## src/rtl/lrs_pkg.sv

```systemverilog
package lrs_pkg;
  // Number of stored precedence bits for n requesters.
  function automatic int unsigned pair_count(input int unsigned n);
    return (n * (n - 1)) / 2;
  endfunction

  // Flat position of the bit for the pair (a, b) with a < b.
  function automatic int unsigned pair_pos(input int unsigned a,
                                           input int unsigned b,
                                           input int unsigned n);
    return (a * n) - ((a * (a + 1)) / 2) + (b - a - 1);
  endfunction
endpackage

```

## src/rtl/lrs_rst_sync.sv

```systemverilog
module lrs_rst_sync #(
  parameter int unsigned STAGES = 2
) (
  input  logic clk,
  input  logic rst_n,
  output logic rst_sync_n
);
  logic [STAGES-1:0] sh_q;

  always_ff @(posedge clk or negedge rst_n) begin
    if (!rst_n) sh_q <= '0;
    else        sh_q <= {sh_q[STAGES-2:0], 1'b1};
  end

  assign rst_sync_n = sh_q[STAGES-1];
endmodule

```

## src/rtl/lrs_prec_store.sv

```systemverilog
module lrs_prec_store
  import lrs_pkg::*;
#(
  parameter int unsigned N  = 3,
  localparam int unsigned NP = pair_count(N)
) (
  input  logic          clk,
  input  logic          rst_n,
  input  logic          upd_en,
  input  logic [N-1:0]  gnt,
  output logic [NP-1:0] prec_q
);
  logic [NP-1:0] prec_nxt;
  logic          commit;

  assign commit = upd_en & (|gnt);

  // Pair (a,b), a<b: bit set means a outranks b.
  // Granting a clears its row entry; granting b sets its column entry.
  for (genvar a = 0; a < N; a++) begin : g_row
    for (genvar b = a + 1; b < N; b++) begin : g_col
      localparam int unsigned P = pair_pos(a, b, N);
      assign prec_nxt[P] = gnt[a] ? 1'b0 :
                           gnt[b] ? 1'b1 : prec_q[P];
    end
  end

  always_ff @(posedge clk or negedge rst_n) begin
    if (!rst_n)      prec_q <= '1;
    else if (commit) prec_q <= prec_nxt;
  end
endmodule

```

## src/rtl/lrs_grant_net.sv

```systemverilog
module lrs_grant_net
  import lrs_pkg::*;
#(
  parameter int unsigned N  = 3,
  localparam int unsigned NP = pair_count(N)
) (
  input  logic [N-1:0]  req,
  input  logic [NP-1:0] prec,
  output logic [N-1:0]  gnt
);
  // blk[i][j]: requester j is requesting and outranks i.
  logic [N-1:0] blk [N];

  for (genvar i = 0; i < N; i++) begin : g_tgt
    for (genvar j = 0; j < N; j++) begin : g_src
      if (j == i) begin : g_self
        assign blk[i][j] = 1'b0;
      end else if (j < i) begin : g_lo
        assign blk[i][j] = req[j] & prec[pair_pos(j, i, N)];
      end else begin : g_hi
        assign blk[i][j] = req[j] & ~prec[pair_pos(i, j, N)];
      end
    end
    assign gnt[i] = req[i] & ~(|blk[i]);
  end
endmodule

```

## src/rtl/lrs_matrix_arb.sv

```systemverilog
module lrs_matrix_arb
  import lrs_pkg::*;
#(
  parameter int unsigned N = 3
) (
  input  logic         clk,
  input  logic         rst_n,
  input  logic [N-1:0] req_i,
  input  logic         upd_en_i,
  output logic [N-1:0] gnt_o
);
  localparam int unsigned NP = pair_count(N);

  logic          rst_int_n;
  logic [NP-1:0] prec;
  logic [N-1:0]  gnt;

  lrs_rst_sync #(.STAGES(2)) u_rst (
    .clk        (clk),
    .rst_n      (rst_n),
    .rst_sync_n (rst_int_n)
  );

  lrs_prec_store #(.N(N)) u_store (
    .clk    (clk),
    .rst_n  (rst_int_n),
    .upd_en (upd_en_i),
    .gnt    (gnt),
    .prec_q (prec)
  );

  lrs_grant_net #(.N(N)) u_net (
    .req  (req_i),
    .prec (prec),
    .gnt  (gnt)
  );

  assign gnt_o = gnt;
endmodule

```

## config.mk

```make
export PLATFORM = sky130hd
export DESIGN_NAME = lrs_matrix_arb
export DESIGN_NICKNAME = d
export VERILOG_FILES = /design/src/rtl/lrs_pkg.sv /design/src/rtl/lrs_rst_sync.sv /design/src/rtl/lrs_prec_store.sv /design/src/rtl/lrs_grant_net.sv /design/src/rtl/lrs_matrix_arb.sv
export SDC_FILE = /design/constraint.sdc
export NUM_CORES = 1
export LEC_CHECK = 0
export ABC_AREA = 1
export ABC_CLOCK_PERIOD_IN_PS = 2200
export BUFFER_PORTS_ARGS = -buffer_cell sky130_fd_sc_hd__buf_2
export CORE_AREA = 5 5 42 44
export CTS_BUF_LIST = sky130_fd_sc_hd__clkbuf_4 sky130_fd_sc_hd__clkbuf_8
export DETAILED_ROUTE_END_ITERATION = 8
export DIE_AREA = 0 0 47 49
export MAX_ROUTING_LAYER = met4
export PLACE_DENSITY_LB_ADDON = 0.25
export SLEW_MARGIN = 20
export SYNTH_ARGS = -nofsm -noshare
export SYNTH_HDL_FRONTEND = slang
export SYNTH_HIERARCHICAL = 1
export SYNTH_SLANG_ARGS = --single-unit
```

## constraint.sdc

```tcl
create_clock -name clk -period 2.2 [get_ports clk]
set_input_delay 0.44 -clock clk [delete_from_list [all_inputs] [get_ports clk]]
set_output_delay 0.44 -clock clk [all_outputs]
set_load 0.02 [all_outputs]
```

==> results of run 1 <==
[registers in the layout, indices dropped and copies added, names as in the netlist]
register        flops
u_store/prec_q      3
u_rst/sh_q          2
[worst reg2reg max path, cell delays in order, from the launching register on]
cell and delay [ns]:
dfstp_2 0.53, inv_1 0.04, nand2_1 0.05, nand2_1 0.05, nor2_1 0.12, nand2_1 0.09, nand2_1 0.07, inv_1 0.04
[synth_stat cells]
library cell  count
dfstp_2           3
inv_1             8
nand2_1          16
nor2_1            5
dfrtp_1           2
conb_1            1
[final cells by class]
class / instances / area, sq um
clock buffers: 4 / 30.0
fillers: 159 / 1060
inverters: 8 / 30.0
multi-input cells: 22 / 82.6
flip-flops and latches: 5 / 129
well taps: 16 / 20.0
repair buffers: 9 / 50.0
[how the worst max path moves through the flow]
stage,slack (ns),to,startpoint
2_1_floorplan,0.82,gnt_o[0],u_store/prec_q[0]
3_3_place_gp,0.80,gnt_o[0],req_i[1]
3_5_place_dp,0.79,gnt_o[0],req_i[2]
4_1_cts,0.55,gnt_o[0],u_store/prec_q[0]
5_1_grt,0.51,gnt_o[0],u_store/prec_q[0]
6_report,0.55,gnt_o[0],u_store/prec_q[0]
[power by group through the flow]
stage | logic [mW] | clock network [mW] | registers, mW
after floorplan | 0.0818 | 0 | 0.153
after global placement | 0.108 | 0 | 0.160
after detailed placement | 0.109 | 0 | 0.160
after CTS | 0.111 | 0.122 | 0.158
after global routing | 0.127 | 0.126 | 0.164
final | 0.109 | 0.115 | 0.159
[layer usage]
layer	GRT usage, %	wire, um
met1	5.36	204
met2	6.33	187
met3	2.21	77
met4	2.76	0
met5	-	0
[logic make-up after synthesis]
kind of cell           count (synthesis)  share of synthesized area (%)
AND/OR/NAND/NOR                       21                           32.6
buffers and inverters                  8                           12.4
flip-flops                             5                           53.4
other                                  1                           1.55
[timing repair]
item | 4_1_cts | 5_1_grt
setup buffers | 0 | 0
hold buffers | 1 | 0
endpoints found under the hold margin | 2 | 0
==> impl_metrics.sql, run 1 <==
INSERT INTO impl_metrics (metric_group, metric, value, unit) VALUES
('placement', 'placed_cell_area', '302', 'sq um'),
('cells_and_area', 'synthToLayoutAreaGrowth', '41.5', '%'),
('critical_path', 'timing.critical_path.buf_inv', '2', ''),
('critical_path', 'critical_path_peak_fanout', '3', ''),
('clock_tree', 'clock-sinks', '5', ''),
('hold_path', 'hold_path.class', 'flip-flop to async pin', ''),
('critical_path', 'rr_worst_depth', '7', ''),
('sta', 'finalSetupViolations', '0', ''),
('clock_tree', 'tritoncts', 'done', ''),
('global_routing', 'grt_first_pass_wirelength', '745', 'um'),
('critical_path', 'timing.critical_path.max_delay_family', 'flip-flops', ''),
('run_status', 'status', 'completed', ''),
('global_routing', 'grt_max_degree', '4', ''),
('cells_and_area', 'fin_util', '24.4', '%'),
('route', 'route.vias.total', '228', ''),
('sta', 'finalWorstSetupSlack', '0.554', 'ns'),
('critical_path', 'worstPathArrival', '1.21', 'ns'),
('route', 'drtIter0Drc', '6', ''),
('critical_path', 'reg2reg_from', 'u_store/prec_q[0]', ''),
('yosys', 'synth.net_count', '41', ''),
('clock_tree', 'worstSkewPairLatency', '0.23', 'ns'),
('cells_and_area', 'antennaDiodeCount', '0', ''),
('power', 'internal-power', '0.260', 'mW'),
('sta', 'fmaxAchievable', '608', 'MHz'),
('sta', 'period_share', '74.8', '%'),
('route', 'drtPass1Iterations', '2', ''),
('cells_and_area', 'ratio_of_cells_with_drive_above_1_in_the_final_layout', '31.3', '%'),
('placement', 'pre_cts_ws', '0.793', 'ns'),
('yosys', 'ys_ff_latch', '5', ''),
('cells_and_area', 'most_frequent_standard_cell_in_the_layout_excluding_fill_and_tap_cells', 'nand2_1', ''),
('global_routing', 'gr-total-overflow', '0', ''),
('yosys', 'synth_top_area_cell', 'dfstp_2', ''),
('yosys', 'largest_cells_by_area_after_synthesis', 'dfstp_2 (33%), nand2_1 (25%), dfrtp_1 (21%)', ''),
('global_routing', 'grt_antenna_before_repair', '0', ''),
('clock_tree', 'count_of_cells_resized_by_post_cts_repair', '0', ''),
('critical_path', 'most_common_cell_type_on_the_critical_path', 'nand2_1', ''),
('sta', 'setup_repair_after_global_routing_missed_its_margin', 'false', ''),
('yosys', 'sequential_area_share_after_synthesis', '53.4', '%'),
('power', 'power.ir.vdd_worst', '0.343', 'mV'),
('clock_tree', 'htreeDepth', '1', ''),
('clock_tree', 'cts.clk_slew.worst_paths', '0.04', 'ns'),
('sta', 'report.final.hold_viol_count', '0', ''),
('critical_path', 'crit_path_max_incr_delay', '0.53', 'ns'),
('cells_and_area', 'layout.cells.non_filler', '64', ''),
('clock_tree', 'clock_tree_buffer_depth', '2', ''),
('critical_path', 'worst-endpoint-required', '1.76', 'ns'),
('sta', 'finalCriticalPeriod', '1.65', 'ns'),
('route', 'drt.antenna.violating_nets', '0', ''),
('floorplanning', 'floorplan.core_area', '1400', 'sq um'),
('flow_run', 'max-cap-violations', '0', ''),
('placement', 'numPortBuffers', '8', ''),
('power', 'comb_power_share', '28.6', '%'),
('power', 'seqPwrFrac', '41.4', '%'),
('route', 'drc_errors', '0', ''),
('critical_path', 'crit_type', 'flip-flop to output port', ''),
('sta', 'hold-worst-slack', '0.236', 'ns'),
('critical_path', 'critical_path.reg2reg.endpoint', 'u_store/prec_q[1]', ''),
('route', 'drt-vias-per-instance', '3.56', ''),
('critical_path', 'cp_slowest_cell', 'dfstp_2', ''),
('floorplanning', 'die_y', '49', 'um'),
('placement', 'placedCellCount', '59', ''),
('floorplanning', 'ios', '9', ''),
('critical_path', 'cp-start-kind', 'flip-flop', ''),
('route', 'detail_route.wirelength', '469', 'um'),
('critical_path', 'cp_cell_sequence', 'inv_1, nand2_1, nand2_1, nor2_1, buf_2', ''),
('yosys', 'mapped_cells', '35', ''),
('clock_tree', 'numCtsBuffers', '3', ''),
('sta', 'timing.final.max_slew_violations', '0', ''),
('power', 'netSwitchingPower', '0.122', 'mW'),
('global_routing', 'grt_util_all_layers', '4.64', '%'),
('yosys', 'syn-cell-area', '241', 'sq um');
(Power assumes the default switching activity.)
==> run 2, diff against run 1 <==
ABC_CLOCK_PERIOD_IN_PS = 1520   (was 2200)
clock period = 1.52 ns   (was 2.2 ns; I/O delays follow)
==> run 2 against run 1 <==
Critical path depth stayed put. Sequential power is 43% higher. Die area stayed put. Clock skew up 0.0012 ns. Core utilization is 1.3 points higher. Critical path type unchanged. Critical endpoint unchanged. Largest cell class unchanged. Largest power group unchanged.
==> impl_metrics.sql, run 2 (synthesis results as in run 1) <==
INSERT INTO impl_metrics (metric_group, metric, value, unit) VALUES
('route', 'wire_per_inst', '7.33', 'um'),
('route', 'route.vias.total', '217', ''),
('critical_path', 'crit_type', 'flip-flop to output port', ''),
('critical_path', 'timing.critical_path.max_delay_family', 'flip-flops', ''),
('sta', 'finalWorstSetupSlack', '0.0540', 'ns'),
('power', 'netSwitchingPower', '0.191', 'mW'),
('global_routing', 'gr-total-overflow', '0', ''),
('sta', 'finalCriticalPeriod', '1.47', 'ns'),
('floorplanning', 'die_y', '49', 'um'),
('route', 'drt-vias-per-instance', '3.39', ''),
('power', 'sw_frac_of_total', '32.9', '%'),
('route', 'drt.antenna.violating_nets', '0', ''),
('run_status', 'status', 'completed', ''),
('critical_path', 'setup.worst_path.end_class', 'output port', ''),
('cells_and_area', 'ratio_of_cells_with_drive_above_1_in_the_final_layout', '39.6', '%'),
('global_routing', 'grt_antenna_before_repair', '0', ''),
('clock_tree', 'numCtsBuffers', '3', ''),
('power', 'power.ir.vdd_worst', '0.445', 'mV'),
('cells_and_area', 'largest_reg_flops', '3', ''),
('power', 'internal-power', '0.390', 'mW'),
('cells_and_area', 'most_frequent_standard_cell_in_the_layout_excluding_fill_and_tap_cells', 'nand2_1', ''),
('critical_path', 'rr_worst_depth', '7', ''),
('sta', 'period_share', '96.4', '%'),
('sta', 'finalSetupViolations', '0', ''),
('cells_and_area', 'most_flops_register', 'u_store/prec_q', ''),
('power', 'pd_cells', '1610', 'nW/um^2'),
('placement', 'numPortBuffers', '8', ''),
('placement', 'place.detailed.hpwl', '381', 'um'),
('sta', 'fmaxAchievable', '682', 'MHz'),
('critical_path', 'worstPathArrival', '1.16', 'ns'),
('power', 'leakagePower', '0.214', 'nW'),
('sta', 'timing.final.max_slew_violations', '0', ''),
('route', 'drc_errors', '0', ''),
('clock_tree', 'cts_root_buf', 'clkbuf_4', ''),
('floorplanning', 'floorplan.initialDensity', '17.2', '%'),
('sta', 'fin_worst_skew', '0.00137', 'ns'),
('clock_tree', 'cts.clk_slew.worst_paths', '0.04', 'ns'),
('sta', 'fin_tns_setup', '0', 'ns'),
('critical_path', 'cp_slowest_cell', 'dfstp_2', ''),
('floorplanning', 'num_rows', '14', ''),
('cells_and_area', 'leading_registers_by_flop_count', 'u_store/prec_q x3, u_rst/sh_q x2', ''),
('sta', 'hold-worst-slack', '0.225', 'ns'),
('critical_path', 'critical_path_peak_fanout', '3', ''),
('floorplanning', 'fp.dieArea', '2300', 'sq um'),
('floorplanning', 'floorplan.die.width', '47', 'um'),
('clock_tree', 'tritoncts', 'done', ''),
('global_routing', 'grt_first_pass_wirelength', '759', 'um'),
('critical_path', 'critical_path.reg2reg.endpoint', 'u_store/prec_q[1]', ''),
('critical_path', 'timing.critical_path.buf_inv', '2', ''),
('sta', 'report.final.hold_viol_count', '0', ''),
('placement', 'pre_cts_ws', '0.286', 'ns'),
('critical_path', 'cp_cell_sequence', 'inv_2, nand2_2, nand2_2, nor2_4, buf_6', ''),
('cells_and_area', 'fin_util', '25.7', '%'),
('cells_and_area', 'layout_common_cells', 'nand2_1 (14), buf_2 (7), inv_1 (7)', ''),
('power', 'comb_power_share', '31.4', '%'),
('power', 'seqPwrFrac', '39.2', '%'),
('cells_and_area', 'synthToLayoutAreaGrowth', '49.2', '%'),
('route', 'drtIter0Drc', '0', ''),
('global_routing', 'grt_util_all_layers', '4.79', '%'),
('power', 'clock_power_share', '29.5', '%'),
('critical_path', 'reg2reg_from', 'u_store/prec_q[0]', ''),
('clock_tree', 'clock-sinks', '5', ''),
('clock_tree', 'worstSkewPairLatency', '0.24', 'ns'),
('route', 'detail_route.wirelength', '469', 'um'),
('placement', 'place.gp.congestion', '0.727', ''),
('floorplanning', 'floorplan.core_area', '1400', 'sq um'),
('sta', 'setup_repair_after_global_routing_missed_its_margin', 'true', ''),
('clock_tree', 'clock_tree_buffer_depth', '2', ''),
('flow_run', 'max-cap-violations', '0', ''),
('critical_path', 'cp-start-kind', 'flip-flop', ''),
('clock_tree', 'htreeDepth', '1', ''),
('critical_path', 'most_common_cell_type_on_the_critical_path', 'nand2_2', ''),
('cells_and_area', 'antennaDiodeCount', '0', ''),
('critical_path', 'crit_path_max_incr_delay', '0.54', 'ns'),
('clock_tree', 'post-cts-setup-buffer-count', '0', ''),
('hold_path', 'hold_path.class', 'flip-flop to async pin', ''),
('critical_path', 'r2r_slack', '0.46', 'ns'),
('cells_and_area', 'number_of_nets_in_the_finished_design', '55', ''),
('critical_path', 'worst-endpoint-required', '1.22', 'ns'),
('floorplanning', 'ios', '9', ''),
('route', 'drtPass1Iterations', '1', ''),
('global_routing', 'grt_max_degree', '4', ''),
('global_routing', 'via_count_of_the_first_global_routing_pass', '204', '');
-- run 2: power by group through the flow --
stage / combinational [mW] / clock [mW] / sequential [mW]
final: 0.182 / 0.171 / 0.228
after global routing: 0.207 / 0.187 / 0.237
after CTS: 0.160 / 0.181 / 0.227
after detailed placement: 0.158 / 0 / 0.229
after global placement: 0.157 / 0 / 0.228
after floorplan: 0.118 / 0 / 0.222
-- run 2: per-layer routing --
layer	share of wire (%)	track usage, %	routed length, um	vias up
met2	40	5.66	186	9
met1	44	5.80	208	87
met4	0	4.15	0	0
met3	16	2.21	74	0
li1	-	-	-	121
met5	0	-	0	-
-- run 2: final cells by class --
cell class,instances,area (sq um)
clock buffers,4,30.0
well taps,16,20.0
fillers,162,1040
inverters,8,30.0
repair buffers,9,56.3
flip-flops and latches,5,129
multi-input cells,22,95.1
-- run 2: timing repair --
action / in CTS / in global routing
endpoints found under the setup margin: 0 / 1
gates resized for setup: 0 / 7
hold buffers: 1 / 0
endpoints found under the hold margin: 2 / 0
-- run 2: per-stage QoR --
stage,cell area [sq um],power (mW),std cells
after floorplan,241,0.340,35
after global placement,302,0.384,59
after detailed placement,302,0.386,59
after CTS,342,0.569,64
after global routing,360,0.631,64
final,360,0.581,64
-- run 2: worst max-delay path by stage --
stage	end	cells past startpoint	start
after floorplan	gnt_o[0]	4	u_store/prec_q[0]
after global placement	gnt_o[0]	5	u_store/prec_q[0]
after detailed placement	gnt_o[0]	5	u_store/prec_q[0]
after CTS	gnt_o[0]	5	u_store/prec_q[0]
after global routing	gnt_o[0]	5	u_store/prec_q[0]
final	gnt_o[0]	5	u_store/prec_q[0]
-- run 2: worst register-to-register path: stages, from the launching register on --
cell	delay (ns)
dfstp_2	0.54
inv_2	0.04
nand2_2	0.04
nand2_2	0.06
nor2_4	0.12
nand2_1	0.08
nand2_1	0.08
inv_1	0.04
